[config.mk]
export PLATFORM = sky130hd
export DESIGN_NAME = irq_route_regs
export DESIGN_NICKNAME = d
export VERILOG_FILES = /design/src/rtl/irq_route_pkg.sv /design/src/rtl/irq_route_decode.sv /design/src/rtl/irq_route_table.sv /design/src/rtl/irq_route_regs.sv
export SDC_FILE = /design/constraint.sdc
export NUM_CORES = 1
export LEC_CHECK = 0
export BUFFER_PORTS_ARGS = -buffer_cell sky130_fd_sc_hd__buf_2
export CORE_AREA = 2 2 638 640
export CTS_CLUSTER_DIAMETER = 100
export CTS_CLUSTER_SIZE = 28
export DETAILED_ROUTE_END_ITERATION = 16
export DIE_AREA = 0 0 640 642
export PLACE_DENSITY = 0.32
export SLEW_MARGIN = 25
export SYNTH_ARGS = -nofsm -noshare
export SYNTH_HDL_FRONTEND = slang
export SYNTH_SLANG_ARGS = --single-unit
[constraint.sdc]
create_clock -name clk -period 4 [get_ports clk]
set_input_delay 0.6 -clock clk [delete_from_list [all_inputs] [get_ports clk]]
set_output_delay 0.6 -clock clk [all_outputs]
set_load 0.01 [all_outputs]
[src/rtl/irq_route_pkg.sv]
package irq_route_pkg;

    localparam int DW      = 32;
    localparam int SEL_W   = 8;
    localparam int ID_LSB  = 24;
    localparam int ID_W    = 4;
    localparam logic [SEL_W-1:0] TBL_BASE = 8'h10;

    // kept bits of each table half; everything else is reserved
    localparam logic [DW-1:0] LO_KEEP = 32'h0001_FFFF;
    localparam logic [DW-1:0] HI_KEEP = 32'hFF00_0000;

    typedef enum logic [1:0] {
        ACC_SEL,
        ACC_WIN,
        ACC_BAD
    } acc_kind_e;

    typedef enum logic [2:0] {
        IDX_ID,
        IDX_VER,
        IDX_ARB,
        IDX_TBL,
        IDX_NONE
    } idx_kind_e;

    typedef struct packed {
        logic [DW-1:0] hi;
        logic [DW-1:0] lo;
    } redir_ent_t;

    function automatic logic [DW-1:0] id_word(input logic [ID_W-1:0] v);
        logic [DW-1:0] w;
        w = '0;
        w[ID_LSB +: ID_W] = v;
        return w;
    endfunction

    function automatic logic [DW-1:0] scrub(input logic [DW-1:0] d, input logic hi);
        return hi ? (d & HI_KEEP) : (d & LO_KEEP);
    endfunction

endpackage

[src/rtl/irq_route_decode.sv]
module irq_route_decode
    import irq_route_pkg::*;
#(
    parameter int ADDR_W  = 8,
    parameter int NUM_ENT = 24,
    localparam int ENT_W  = $clog2(NUM_ENT)
) (
    input  logic [ADDR_W-1:0] addr,
    input  logic [3:0]        be,
    input  logic [SEL_W-1:0]  sel,
    output acc_kind_e         acc,
    output idx_kind_e         idx,
    output logic [ENT_W-1:0]  ent,
    output logic              half_hi
);
    localparam logic [SEL_W-1:0] NUM_ENT_B = SEL_W'(NUM_ENT);
    localparam logic [ADDR_W-1:0] OFF_SEL  = ADDR_W'(0);
    localparam logic [ADDR_W-1:0] OFF_WIN  = ADDR_W'(16);

    logic [SEL_W-1:0] off;
    logic [SEL_W-1:0] ent_full;

    always_comb begin
        if (be != 4'b1111)       acc = ACC_BAD;
        else if (addr == OFF_SEL) acc = ACC_SEL;
        else if (addr == OFF_WIN) acc = ACC_WIN;
        else                      acc = ACC_BAD;
    end

    assign off      = sel - TBL_BASE;
    assign ent_full = {1'b0, off[SEL_W-1:1]};
    assign ent      = ent_full[ENT_W-1:0];
    assign half_hi  = off[0];

    always_comb begin
        unique case (sel)
            8'h00:   idx = IDX_ID;
            8'h01:   idx = IDX_VER;
            8'h02:   idx = IDX_ARB;
            default: idx = (sel >= TBL_BASE && ent_full < NUM_ENT_B) ? IDX_TBL : IDX_NONE;
        endcase
    end

endmodule

[src/rtl/irq_route_table.sv]
module irq_route_table
    import irq_route_pkg::*;
#(
    parameter int NUM_ENT = 24,
    localparam int ENT_W  = $clog2(NUM_ENT)
) (
    input  logic                    clk,
    input  logic                    rst,
    input  logic                    wr_en,
    input  logic [ENT_W-1:0]        ent,
    input  logic                    half_hi,
    input  logic [DW-1:0]           wdata,
    output logic [DW-1:0]           rdata,
    output logic [NUM_ENT*64-1:0]   flat
);
    redir_ent_t ent_q [NUM_ENT];

    for (genvar i = 0; i < NUM_ENT; i++) begin : g_ent
        always_ff @(posedge clk) begin
            if (rst) begin
                ent_q[i] <= '0;
            end else if (wr_en && ent == ENT_W'(i)) begin
                if (half_hi) ent_q[i].hi <= scrub(wdata, 1'b1);
                else         ent_q[i].lo <= scrub(wdata, 1'b0);
            end
        end
        assign flat[i*64 +: 64] = ent_q[i];
    end

    always_comb begin
        rdata = '0;
        for (int k = 0; k < NUM_ENT; k++) begin
            if (ent == ENT_W'(k)) rdata = half_hi ? ent_q[k].hi : ent_q[k].lo;
        end
    end

endmodule

[src/rtl/irq_route_regs.sv]
module irq_route_regs
    import irq_route_pkg::*;
#(
    parameter int ADDR_W    = 8,
    parameter int NUM_ENT   = 24,
    parameter int CPU_COUNT = 4,
    parameter logic [7:0] VERSION = 8'h11,
    localparam int ENT_W    = $clog2(NUM_ENT)
) (
    input  logic                  clk,
    input  logic                  rst,
    input  logic                  req_valid,
    input  logic                  req_write,
    input  logic [ADDR_W-1:0]     req_addr,
    input  logic [3:0]            req_be,
    input  logic [31:0]           req_wdata,
    output logic                  rsp_valid,
    output logic                  rsp_err,
    output logic [31:0]           rsp_rdata,
    output logic [NUM_ENT*64-1:0] tbl_flat
);
    localparam logic [DW-1:0] VER_WORD = {8'h00, 8'(NUM_ENT - 1), 8'h00, VERSION};

    logic [SEL_W-1:0] sel_q;
    logic [ID_W-1:0]  id_q, arb_q;
    acc_kind_e        acc;
    idx_kind_e        idx;
    logic [ENT_W-1:0] ent;
    logic             half_hi;
    logic             wr_sel, wr_win, tbl_wr;
    logic [DW-1:0]    tbl_rd, win_rd, rd_next;

    irq_route_decode #(.ADDR_W(ADDR_W), .NUM_ENT(NUM_ENT)) u_dec (
        .addr(req_addr), .be(req_be), .sel(sel_q),
        .acc(acc), .idx(idx), .ent(ent), .half_hi(half_hi)
    );

    assign wr_sel = req_valid && req_write && acc == ACC_SEL;
    assign wr_win = req_valid && req_write && acc == ACC_WIN;
    assign tbl_wr = wr_win && idx == IDX_TBL;

    irq_route_table #(.NUM_ENT(NUM_ENT)) u_tbl (
        .clk(clk), .rst(rst), .wr_en(tbl_wr), .ent(ent), .half_hi(half_hi),
        .wdata(req_wdata), .rdata(tbl_rd), .flat(tbl_flat)
    );

    always_ff @(posedge clk) begin
        if (rst) begin
            sel_q <= '0;
            id_q  <= ID_W'(CPU_COUNT);
            arb_q <= ID_W'(CPU_COUNT);
        end else begin
            if (wr_sel) sel_q <= req_wdata[SEL_W-1:0];
            if (wr_win && idx == IDX_ID)  id_q  <= req_wdata[ID_LSB +: ID_W];
            if (wr_win && idx == IDX_ARB) arb_q <= req_wdata[ID_LSB +: ID_W];
        end
    end

    always_comb begin
        unique case (idx)
            IDX_ID:  win_rd = id_word(id_q);
            IDX_VER: win_rd = VER_WORD;
            IDX_ARB: win_rd = id_word(arb_q);
            IDX_TBL: win_rd = tbl_rd;
            default: win_rd = '0;
        endcase
    end

    always_comb begin
        rd_next = '0;
        if (req_valid && !req_write) begin
            if (acc == ACC_SEL)      rd_next = {{(DW-SEL_W){1'b0}}, sel_q};
            else if (acc == ACC_WIN) rd_next = win_rd;
        end
    end

    always_ff @(posedge clk) begin
        if (rst) begin
            rsp_valid <= 1'b0;
            rsp_err   <= 1'b0;
            rsp_rdata <= '0;
        end else begin
            rsp_valid <= req_valid;
            rsp_err   <= req_valid && acc == ACC_BAD;
            rsp_rdata <= rd_next;
        end
    end


    rsp_follows_req_chk: assert property (@(posedge clk) disable iff (rst)
        req_valid |=> rsp_valid);

    no_spurious_rsp_chk: assert property (@(posedge clk) disable iff (rst)
        !req_valid |=> !rsp_valid);

    sel_hold_chk: assert property (@(posedge clk) disable iff (rst)
        !(req_valid && req_write && acc == ACC_SEL) |=> $stable(sel_q));

    err_quiet_chk: assert property (@(posedge clk) disable iff (rst)
        rsp_err |-> (rsp_valid && rsp_rdata == '0));

    id_hold_chk: assert property (@(posedge clk) disable iff (rst)
        !(req_valid && req_write && acc == ACC_WIN && idx == IDX_ID) |=> $stable(id_q));

    arb_hold_chk: assert property (@(posedge clk) disable iff (rst)
        !(req_valid && req_write && acc == ACC_WIN && idx == IDX_ARB) |=> $stable(arb_q));

    bad_no_tbl_chk: assert property (@(posedge clk) disable iff (rst)
        (req_valid && acc == ACC_BAD) |=> $stable(tbl_flat));

    for (genvar i = 0; i < NUM_ENT; i++) begin : g_rsv

        rsv_zero_chk: assert property (@(posedge clk) disable iff (rst)
            tbl_flat[i*64+17 +: 15] == '0 && tbl_flat[i*64+32 +: 24] == '0);
    end

endmodule

==> results.toml, run 1 <==
[clock_network]
post_cts_buffers = 0
h-tree-depth = 2
clkLatencyLatePin_ps = 700
cts_root_buf = "clkbuf_16"
numCtsBuffers = 39
cts_hold_buf = 0
cts_resized = 0
clock_sinks = 644
cts_tree = "done"
clk_pin_slew_ps = 120
clk_path_buf_depth = 3

[route]
routed_wl_um = 266000
drt_iter0_drc = 2342
drt_pass1_iterations = 7
drc = 0
vias_per_cell = 2.95
wire_per_inst_um = 27.4
ant_nets = 0
vias = 28700

[global_route]
grt_overflow_total = 0
grt_pass1_wl_um = 326000
grt_use_total = 0.123
grt_max_degree = 229
antenna_found_initial = 36
grt_pass1_vias = 27200

[placement]
io_buffer_count = 670
placed_cell_area_mm2 = 0.0459
dp.cells = 9649
detailed_place_hpwl_um = 218000
place_congestion = 0.824

[yosys]
yosys.area.top_type_share = 0.479
syn_area_mm2 = 0.0376
avgSynthCellArea_um2 = 10.7
synthCells = 3510
yosys_most_used_dff = "edfxtp_1"
ys_seq_area_frac = 0.502
synth_edf_count = 600
ys_warn_count = 0
yosys.area.top_type = "edfxtp_1"
synth_cell_types = 90
synth_area_leaders = "edfxtp_1 48%, buf_4 19%, and3_1 5.8%"
synth-seq-cells = 644
async_reset_ff_frac = 0

[timing]
fin_worst_skew_ps = 67.5
hold_viol_final = 0
setup_viol = 0
grt_setup_unrepaired = "no"
tns_ps = 0
min_period_over_period = 0.949
hold_ws_ps = 408
slew_headroom = 0.279
drv_slew = 0
fmax_mhz = 263
period_minus_slack_ps = 3800
worst_pin_slew_ps = 1080

[critical_path]
worstPathArrival_ps = 4340
cp-end-kind = "flip-flop"
worstSetupPathType = "flip-flop to flip-flop"
crit_fanout = 11
cp.required_ps = 4550
cpMostUsedCell = "buf_4"
crit_slowest_cell = "a32oi_1"
cp_slowest_stage_delay_ps = 610
rr_worst_depth = 14
worstSetupStartpointType = "flip-flop"
cp_cell_sequence = "inv_1, ha_1, buf_4, buf_4, nand3b_2, nor2_4, a21oi_1, o221a_2, a32oi_1, buf_4, nand3_1, a31oi_1, buf_4, o32ai_1"

[finish]
mostFrequentLayoutCells = "940 x conb_1, 669 x buf_2, 600 x edfxtp_1, 349 x and3_1, 278 x buf_4"
final_cells = 9727
final_area_mm2 = 0.0474
post_route_cells_drive_above_1_share = 0.264
nNetsFinal = 4313
syn2layout_area_growth_pct = 25.8
final_common_cell = "conb_1"
post-route-util = 0.117

[pwr]
internal-power_mw = 9.98
swShare = 0.325
power.share.combinational = 0.122
p_leak_nw = 19.2
clock_power_share = 0.345
power_density_mw_per_mm2 = 312
p_switching_mw = 4.80
irDropWorstVdd_uv = 284
seqPwrFrac = 0.533

[floorplan]
rows = 234
die_h_um = 642
initial_core_util = 0.0931
io-pin-count = 1618
die_x_um = 640
dieArea_mm2 = 0.411
core_area_mm2 = 0.404

[worst_hold_path]
hp-class = "input port to flip-flop"
holdPathStages = 4

[outcome]
status = "completed"

[run]
maxCapViolCount = 0
[cells by family (layout without fill, tap and decap cells)]
kind of cell | Yosys count | in the layout | synth area share
other | 1 | 948 | 0.0000996
DFF | 644 | 644 | 0.502
muxes | 27 | 27 | 0.00794
buffers and inverters | 1227 | 1069 | 0.220
adders and majority gates | 2 | 2 | 0.000665
AOI/OAI and AO/OA | 610 | 610 | 0.114
and+or+nand+nor | 999 | 999 | 0.155
[through the flow]
stage | total power [mW] | setup slack [ps]
finish | 14.8 | 203
detailed placement | 9.90 | 199
CTS | 15.0 | 167
global placement | 9.90 | 184
floorplan | 9.34 | 628
global route | 15.3 | 83.4
[power groups by stage]
| stage | Combinational [mW] | Clock (mW) | Sequential (mW) |
|---|---|---|---|
| 2_1_floorplan | 1.26 | 0 | 8.08 |
| 3_3_place_gp | 1.87 | 0 | 8.03 |
| 3_5_place_dp | 1.86 | 0 | 8.03 |
| 4_1_cts | 1.87 | 5.28 | 7.88 |
| 5_1_grt | 1.93 | 5.42 | 7.91 |
| 6_report | 1.81 | 5.10 | 7.88 |
[metal layers]
metal  vias up  track usage  part of all wire  routed length [um]
li1      12200            -                 -                   -
met5         -            0                 0                   0
met3       186       0.0416             0.090               23900
met4         0       0.0496             0.047               12500
met1     14800        0.114              0.31               83000
met2      1554        0.242              0.55              147000
[critical path, delay by kind of cell (launching register included)]
kind	cells	cell delay [ps]
buffers and inverters	5	810
and+or+nand+nor	3	860
adders and majority gates	1	320
DFF	1	370
AOI/OAI and AO/OA	5	1250
[layout make-up]
type | instances | area (um2)
clock inverters | 25 | 410
diodes | 8 | 20.0
fillers | 46200 | 357000
clock buffers | 44 | 995
well taps | 5428 | 6790
inverters | 22 | 82.6
multi-input cells | 2578 | 14100
flip-flops and latches | 644 | 18900
repair buffers | 978 | 6060
[flip-flops by register name, summed over array words and instances, names as in the netlist]
| name | cells |
|---|---|
| rsp_valid | 1 |
| id_q | 4 |
| sel_q | 8 |
| rsp_rdata | 26 |
| arb_q | 4 |
| rsp_err | 1 |
| u_tbl.ent_q | 600 |
[cells in the mapped netlist, types with 15 or more instances]
master    count
nor2_1       79
o22ai_1      15
a221oi_1     49
nor3_1       21
a21o_1       34
o21bai_1     21
buf_4       957
dfxtp_1      44
a31oi_1      20
a22o_1       23
clkbuf_1    181
a22oi_1      63
o21ai_0      66
nand2_1     132
nor2_2       15
nand3_1      40
inv_1        21
and3_1      349
and2_1      265
buf_2        53
edfxtp_1    600
nor2b_1      29
a21oi_1     145
o221ai_1     31
a211o_1      19
[path summary, 6_finish.rpt]
path / slack [ps] / from / endpoint
worst max-delay path: 200 / sel_q[5] / rsp_rdata[13]
worst min-delay path: 410 / req_write / rsp_rdata[20]
worst max register to register: 200 / sel_q[5] / rsp_rdata[13]
worst min register to register: 460 / arb_q[3] / arb_q[3]
Power figures use the tool's default switching activity.
==> inputs of run 2 (changes only) <==
--- a/config.mk
+++ b/config.mk
@@ -7,7 +7,6 @@
 export LEC_CHECK = 0
 export BUFFER_PORTS_ARGS = -buffer_cell sky130_fd_sc_hd__buf_2
 export CORE_AREA = 2 2 638 640
-export CTS_CLUSTER_DIAMETER = 100
 export CTS_CLUSTER_SIZE = 28
 export DETAILED_ROUTE_END_ITERATION = 16
 export DIE_AREA = 0 0 640 642
==> constraint.sdc (replaced) <==
create_clock -name clk -period 4 [get_ports clk]
set_input_delay 0.2 -clock clk [delete_from_list [all_inputs] [get_ports clk]]
set_output_delay 0.2 -clock clk [all_outputs]
set_load 0.01 [all_outputs]
==> run 2 against run 1 <==
  * Count of clock-buffer cells in the layout increased by 61
  * Fmax increased by 3.7%
  * Setup slack improved by 140 ps
  * Non-clock buffer count decreased by 1
  * Cell count increased by 0.83%
  * Core utilization increased by 0.29 points
  * Largest power group unchanged
  * Largest cell class unchanged
  * Combinational power about the same
  * Critical path depth unchanged
==> results.toml, run 2 (synthesis results as in run 1) <==
[timing]
min_period_over_period = 0.915
setup_viol = 0
worst_pin_slew_ps = 1040
drv_slew = 0
fmax_mhz = 273
fin_worst_skew_ps = 54.1
grt_setup_unrepaired = "no"
period_minus_slack_ps = 3660
hold_ws_ps = 134
slew_headroom = 0.309
tns_ps = 0
hold_viol_final = 0

[global_route]
grt_pass1_vias = 27700
grt_max_degree = 229
antenna_found_initial = 31
grt_overflow_total = 0
grt_use_total = 0.124
grt_pass1_wl_um = 328000

[critical_path]
cp.required_ps = 4660
worstSetupPathType = "flip-flop to flip-flop"
path_buf_inv = 6
worstSetupStartpointType = "flip-flop"
rrSetupSlack_ps = 340
cp_slowest_stage_delay_ps = 460
rr_worst_depth = 14
cpMostUsedCell = "buf_4"
cp-end-kind = "flip-flop"
crit_fanout = 8
cp_cell_sequence = "inv_1, ha_1, buf_4, buf_4, and3b_1, nand2_1, buf_4, o21ai_0, buf_4, a21oi_1, o311ai_1, a21oi_1, buf_4, o21ai_1"
worstPathArrival_ps = 4320
r2r-start = "sel_q[4]"
r2r-end = "rsp_rdata[10]"
crit_slowest_cell = "o21ai_0"
crit_family = "compound AO/OA/AOI/OAI gates"

[pwr]
irDropWorstVdd_uv = 310
power.total_mw = 17.6
p_leak_nw = 19.8
power_density_mw_per_mm2 = 362

[route]
ant_nets = 0
drt_iter0_drc = 2500
drc = 0
vias = 28900
vias_per_cell = 2.95
routed_wl_um = 268000
wire_per_inst_um = 27.3
drt_pass1_iterations = 5

[finish]
post_route_cells_drive_above_1_share = 0.269
fill_cells = 46300
syn2layout_area_growth_pct = 29.0
final_common_cell = "conb_1"
top_register = "u_tbl.ent_q"
largest_register_ffs = 600
mostFrequentLayoutCells = "940 x conb_1, 669 x buf_2, 600 x edfxtp_1, 349 x and3_1, 281 x buf_4"
reg_top3 = "u_tbl.ent_q: 600 flops, rsp_rdata: 26 flops, sel_q: 8 flops"
nNetsFinal = 4355
multi_input_area_mm2 = 0.0141
regArea_mm2 = 0.0189

[floorplan]
die_x_um = 640
rows = 234
die_h_um = 642
core_area_mm2 = 0.404
initial_core_util = 0.0931
dieArea_mm2 = 0.411
io-pin-count = 1618

[clock_network]
post_cts_buffers = 0
h-tree-depth = 3
clock_sinks = 644
numCtsBuffers = 82
clk_pin_slew_ps = 60
clk_path_buf_depth = 3
cts_resized = 0
cts_root_buf = "clkbuf_16"
cts_tree = "done"
clkLatencyLatePin_ps = 740

[placement]
place_congestion = 0.817
io_buffer_count = 670
detailed_place_hpwl_um = 219000

[run]
maxCapViolCount = 0

[worst_hold_path]
hp-start = "req_addr[6]"
hp-class = "input port to flip-flop"
holdPathStages = 4
min_to = "rsp_err"

[outcome]
status = "completed"
run 2: changes by cell type in the layout (fill, tap and decap cells not counted), moves of 6 or more:
| cell | delta |
|---|---|
| bufinv_16 | +6 |
| clkbuf_16 | +43 |
| clkinv_2 | +11 |
| buf_12 | -7 |
| clkinv_1 | +16 |
| clkbuf_1 | +16 |
run 2: what timing repair did:
item	in CTS	in global routing
hold buffers	4	0
setup endpoints to repair	0	0
hold endpoints to repair	13	0
run 2: per-layer routing:
layer,share of wire,up-vias,GRT usage
met4,0.056,0,0.0614
li1,-,12300,-
met2,0.55,1537,0.241
met1,0.31,14800,0.113
met5,0,-,0
met3,0.093,255,0.0435
run 2: worst max-delay path by stage:
| stage | cells past startpoint | from | end | slack, ps |
|---|---|---|---|---|
| after CTS | 11 | sel_q[4] | rsp_rdata[8] | 310 |
| after global placement | 12 | sel_q[4] | rsp_rdata[3] | 310 |
| final | 14 | sel_q[4] | rsp_rdata[10] | 340 |
| after global routing | 14 | sel_q[4] | rsp_rdata[10] | 170 |
| after detailed placement | 12 | sel_q[4] | rsp_rdata[3] | 360 |
| after floorplan | 11 | sel_q[4] | u_tbl.ent_q[0][125] | 630 |
run 2: power breakdown:
| group | internal (mW) | switching (mW) |
|---|---|---|
| Sequential | 7.64 | 0.250 |
| Combinational | 0.297 | 1.53 |
| Clock | 4.33 | 3.50 |
| Total | 12.3 | 5.29 |
run 2: cell type report:
type                       instances  area share
multi-input combinational       2578       0.290
timing repair buffer             977       0.123
tap                             5428       0.140
sequential                       644       0.389
clock inverter                    47      0.0109
inverter                          22     0.00170
clock buffer                     105      0.0445
antenna                            7    0.000361
run 2: stage by stage:
stage	setup WS [ps]	instances	cell area [um2]	utilization
floorplan	628	4449	41200	-
global placement	311	9643	45800	0.113
detailed placement	356	9644	45800	0.113
CTS	308	9800	48500	0.120
global route	171	9803	48500	0.120
finish	340	9808	48600	0.120
run 2: worst min-delay path, cell delays in order:
cell and delay, ps:
buf_2 80, nor4b_1 40, and3_1 320, nor2_1 160
==> inputs of run 3 (changes only) <==
--- a/config.mk
+++ b/config.mk
@@ -5,13 +5,15 @@
 export SDC_FILE = /design/constraint.sdc
 export NUM_CORES = 1
 export LEC_CHECK = 0
+export ABC_AREA = 1
 export BUFFER_PORTS_ARGS = -buffer_cell sky130_fd_sc_hd__buf_2
-export CORE_AREA = 2 2 638 640
+export CORE_AREA = 2 2 634 636
 export CTS_CLUSTER_SIZE = 28
 export DETAILED_ROUTE_END_ITERATION = 16
-export DIE_AREA = 0 0 640 642
+export DIE_AREA = 0 0 636 638
 export PLACE_DENSITY = 0.32
 export SLEW_MARGIN = 25
 export SYNTH_ARGS = -nofsm -noshare
 export SYNTH_HDL_FRONTEND = slang
+export SYNTH_HIERARCHICAL = 1
 export SYNTH_SLANG_ARGS = --single-unit
==> run 3 against run 2 <==
  * Routed wire length fell by 21%
  * Largest cell class unchanged
  * Non-clock buffer count rose by 14
  * Hold slack got worse by 32 ps
  * Synthesized cell count rose by 15%
  * Via count fell by 2.1%
  * Critical path type unchanged
  * Design area fell by 0.81%
==> results.toml, run 3 <==
[worst_hold_path]
hp-class = "input port to flip-flop"

[critical_path]
crit_end = "rsp_rdata[6]"
crit_fanout = 5
worstSetupStartpointType = "flip-flop"
cp-end-kind = "flip-flop"
crit_start = "sel_q[5]"
worstSetupPathType = "flip-flop to flip-flop"
r2r-end = "rsp_rdata[6]"
r2r-start = "sel_q[5]"
worstPathArrival_ps = 4410
rr_worst_depth = 22
rrSetupSlack_ps = 180
cp.required_ps = 4590

[route]
ant_nets = 0
vias_per_cell = 2.76
drc = 0
vias = 28300
drt_iter0_drc = 1786
drt_pass1_iterations = 6
routed_wl_um = 213000
wire_per_inst_um = 20.7

[placement]
io_buffer_count = 674
dp.cells = 10100
place_congestion = 0.830
detailed_place_hpwl_um = 178000

[yosys]
synthMuxAreaShare = 0
async_reset_ff_frac = 0
synth_area_leaders = "edfxtp_1 49%, buf_4 20%, nor2_1 10%"
yosysMostFrequentCell = "nor2_1"
syn_area_mm2 = 0.0365
synth_top_family_by_area = "buffers and inverters"
yosys.area.top_type = "edfxtp_1"
ys_warn_count = 6
synth-seq-cells = 650
synth_edf_count = 600
yosys.area.top_type_share = 0.494
synth_cell_types = 34
netlist_top_cells_count = "991 x nor2_1, 957 x buf_4, 657 x nand2_1"
synth_xor_xnor_area_share = 0
ys_seq_area_frac = 0.521
synthSimpleGateAreaFrac = 0.236
synthAdderAreaFrac = 0.000686
synthCells = 4039
avgSynthCellArea_um2 = 9.03
yosys_most_used_dff = "edfxtp_1"
synth_compound_area_frac = 0.00487

[clock_network]
h-tree-depth = 3
clk_path_buf_depth = 3
clk_pin_slew_ps = 60
numCtsBuffers = 81
cts_tree = "done"
clkLatencyLatePin_ps = 740
clock_sinks = 650
cts_root_buf = "clkbuf_16"

[global_route]
grt_pass1_vias = 27400
grt_overflow_total = 0
grt_use_total = 0.0997
antenna_found_initial = 15
grt_max_degree = 53
grt_pass1_wl_um = 270000

[floorplan]
rows = 232
die_h_um = 638
initial_core_util = 0.0915
dieArea_mm2 = 0.406
die_x_um = 636
core_area_mm2 = 0.399
io-pin-count = 1618

[timing]
period_minus_slack_ps = 3820
slew_headroom = 0.376
grt_setup_unrepaired = "no"
fmax_mhz = 262
setup_viol = 0
hold_ws_ps = 103
drv_slew = 0
min_period_over_period = 0.955
worst_pin_slew_ps = 936
tns_ps = 0
hold_viol_final = 0
fin_worst_skew_ps = 60.3

[pwr]
power.share.combinational = 0.101
clock_power_share = 0.433
power_density_mw_per_mm2 = 357
seqPwrFrac = 0.466
power.total_mw = 17.2
swShare = 0.296
irDropWorstVdd_uv = 294
internal-power_mw = 12.1
p_switching_mw = 5.08
p_leak_nw = 19.8

[finish]
post_route_cells_drive_above_1_share = 0.240
final_common_cell = "nor2_1"
largest_register_ffs = 600
post-route-util = 0.121
final_cells = 10300
syn2layout_area_growth_pct = 32.1
reg_top3 = "u_tbl/ent_q: 600 flops, rsp_rdata: 32 flops, sel_q: 8 flops"
nNetsFinal = 4990
mostFrequentLayoutCells = "986 x nor2_1, 943 x conb_1, 674 x buf_2, 657 x nand2_1, 600 x edfxtp_1"
fill_cells = 45800
top_register = "u_tbl/ent_q"

[run]
maxCapViolCount = 0

[outcome]
status = "completed"
-- run 3: cell count changes after synthesis, moves of 63 or more --
cell / change
a21oi_1: -142
a22oi_1: -63
and2_1: -265
and3_1: -349
clkbuf_1: -84
inv_1: +167
nand2_1: +525
nand3_1: +91
nand4_1: +154
nor2_1: +912
-- run 3: cell type report --
class	count	area, um2	share of cell area
sequential	650	19000	0.395
multi-input combinational	3015	12400	0.258
timing repair buffer	991	6750	0.140
tap	5265	6590	0.137
clock buffer	100	2150	0.0446
inverter	201	764	0.0159
clock inverter	49	472	0.00979
antenna	3	7.51	0.000156
-- run 3: worst max-delay path, cell delays in order (launching register included) --
cell and delay (ps):
dfxtp_1 330, inv_1 60, ha_1 290, inv_2 110, inv_2 60, nand2_4 90
nor2_4 70, buf_4 160, nand2_1 70, nand4_1 270, nor2_1 200, nand4_1 230
nor2_2 200, nand4_1 130, nor2_2 150, nand4_1 300, buf_6 250, nor2_2 100
nand4_1 110, nor2_1 140, nand4_1 200, nand2_1 120, a21oi_1 60
-- run 3: cell families (layout without fill, tap and decap cells) --
group	after synthesis	after routing
AND/OR/NAND/NOR	2035	2035
AO/OA/AOI/OAI	35	35
flip-flops	650	650
other	1	946
buffers and inverters	1316	1341
adder cells (fa/ha/maj)	2	2
-- run 3: routing by layer --
metal  global-route usage  wire length [um]  up-vias
li1                     -                 -    12900
met1               0.0995             73800    13900
met2                0.189            113000     1248
met3               0.0266             14300      222
met4               0.0499             11700        4
met5                    0                27        -
-- run 3: metrics by stage --
| step | setup slack [ps] | area [um2] |
|---|---|---|
| after floorplan | -101 | 40000 |
| after global routing | 0.604 | 48200 |
| after CTS | 20.3 | 48100 |
| final | 180 | 48200 |
| after detailed placement | -334 | 45300 |
| after global placement | -383 | 45300 |
-- run 3: worst min-delay path by stage --
| stage | from | endpoint | slack, ps | depth (start not counted) |
|---|---|---|---|---|
| floorplan | rst | rsp_valid | 280 | 1 |
| global placement | arb_q[2] | arb_q[2] | 470 | 2 |
| detailed placement | arb_q[2] | arb_q[2] | 470 | 2 |
| CTS | req_wdata[13] | u_tbl/ent_q[0][188] | 20 | 3 |
| global route | req_wdata[31] | u_tbl/ent_q[1][49] | 90 | 4 |
| finish | req_addr[1] | rsp_err | 100 | 5 |
-- run 3: what timing repair did --
item,in CTS,in global routing
hold buffers,22,0
setup buffers,0,1
hold endpoints to repair,26,0
gates resized for setup,2,11
setup endpoints to repair,22,6
pin swaps,0,12
-- run 3: power by group through the flow --
stage	logic [mW]	clock network (mW)	registers, mW
CTS	1.78	7.74	8.02
global route	1.87	7.91	8.04
global placement	1.76	0	8.16
floorplan	1.30	0	8.18
detailed placement	1.76	0	8.16
finish	1.73	7.43	8.01
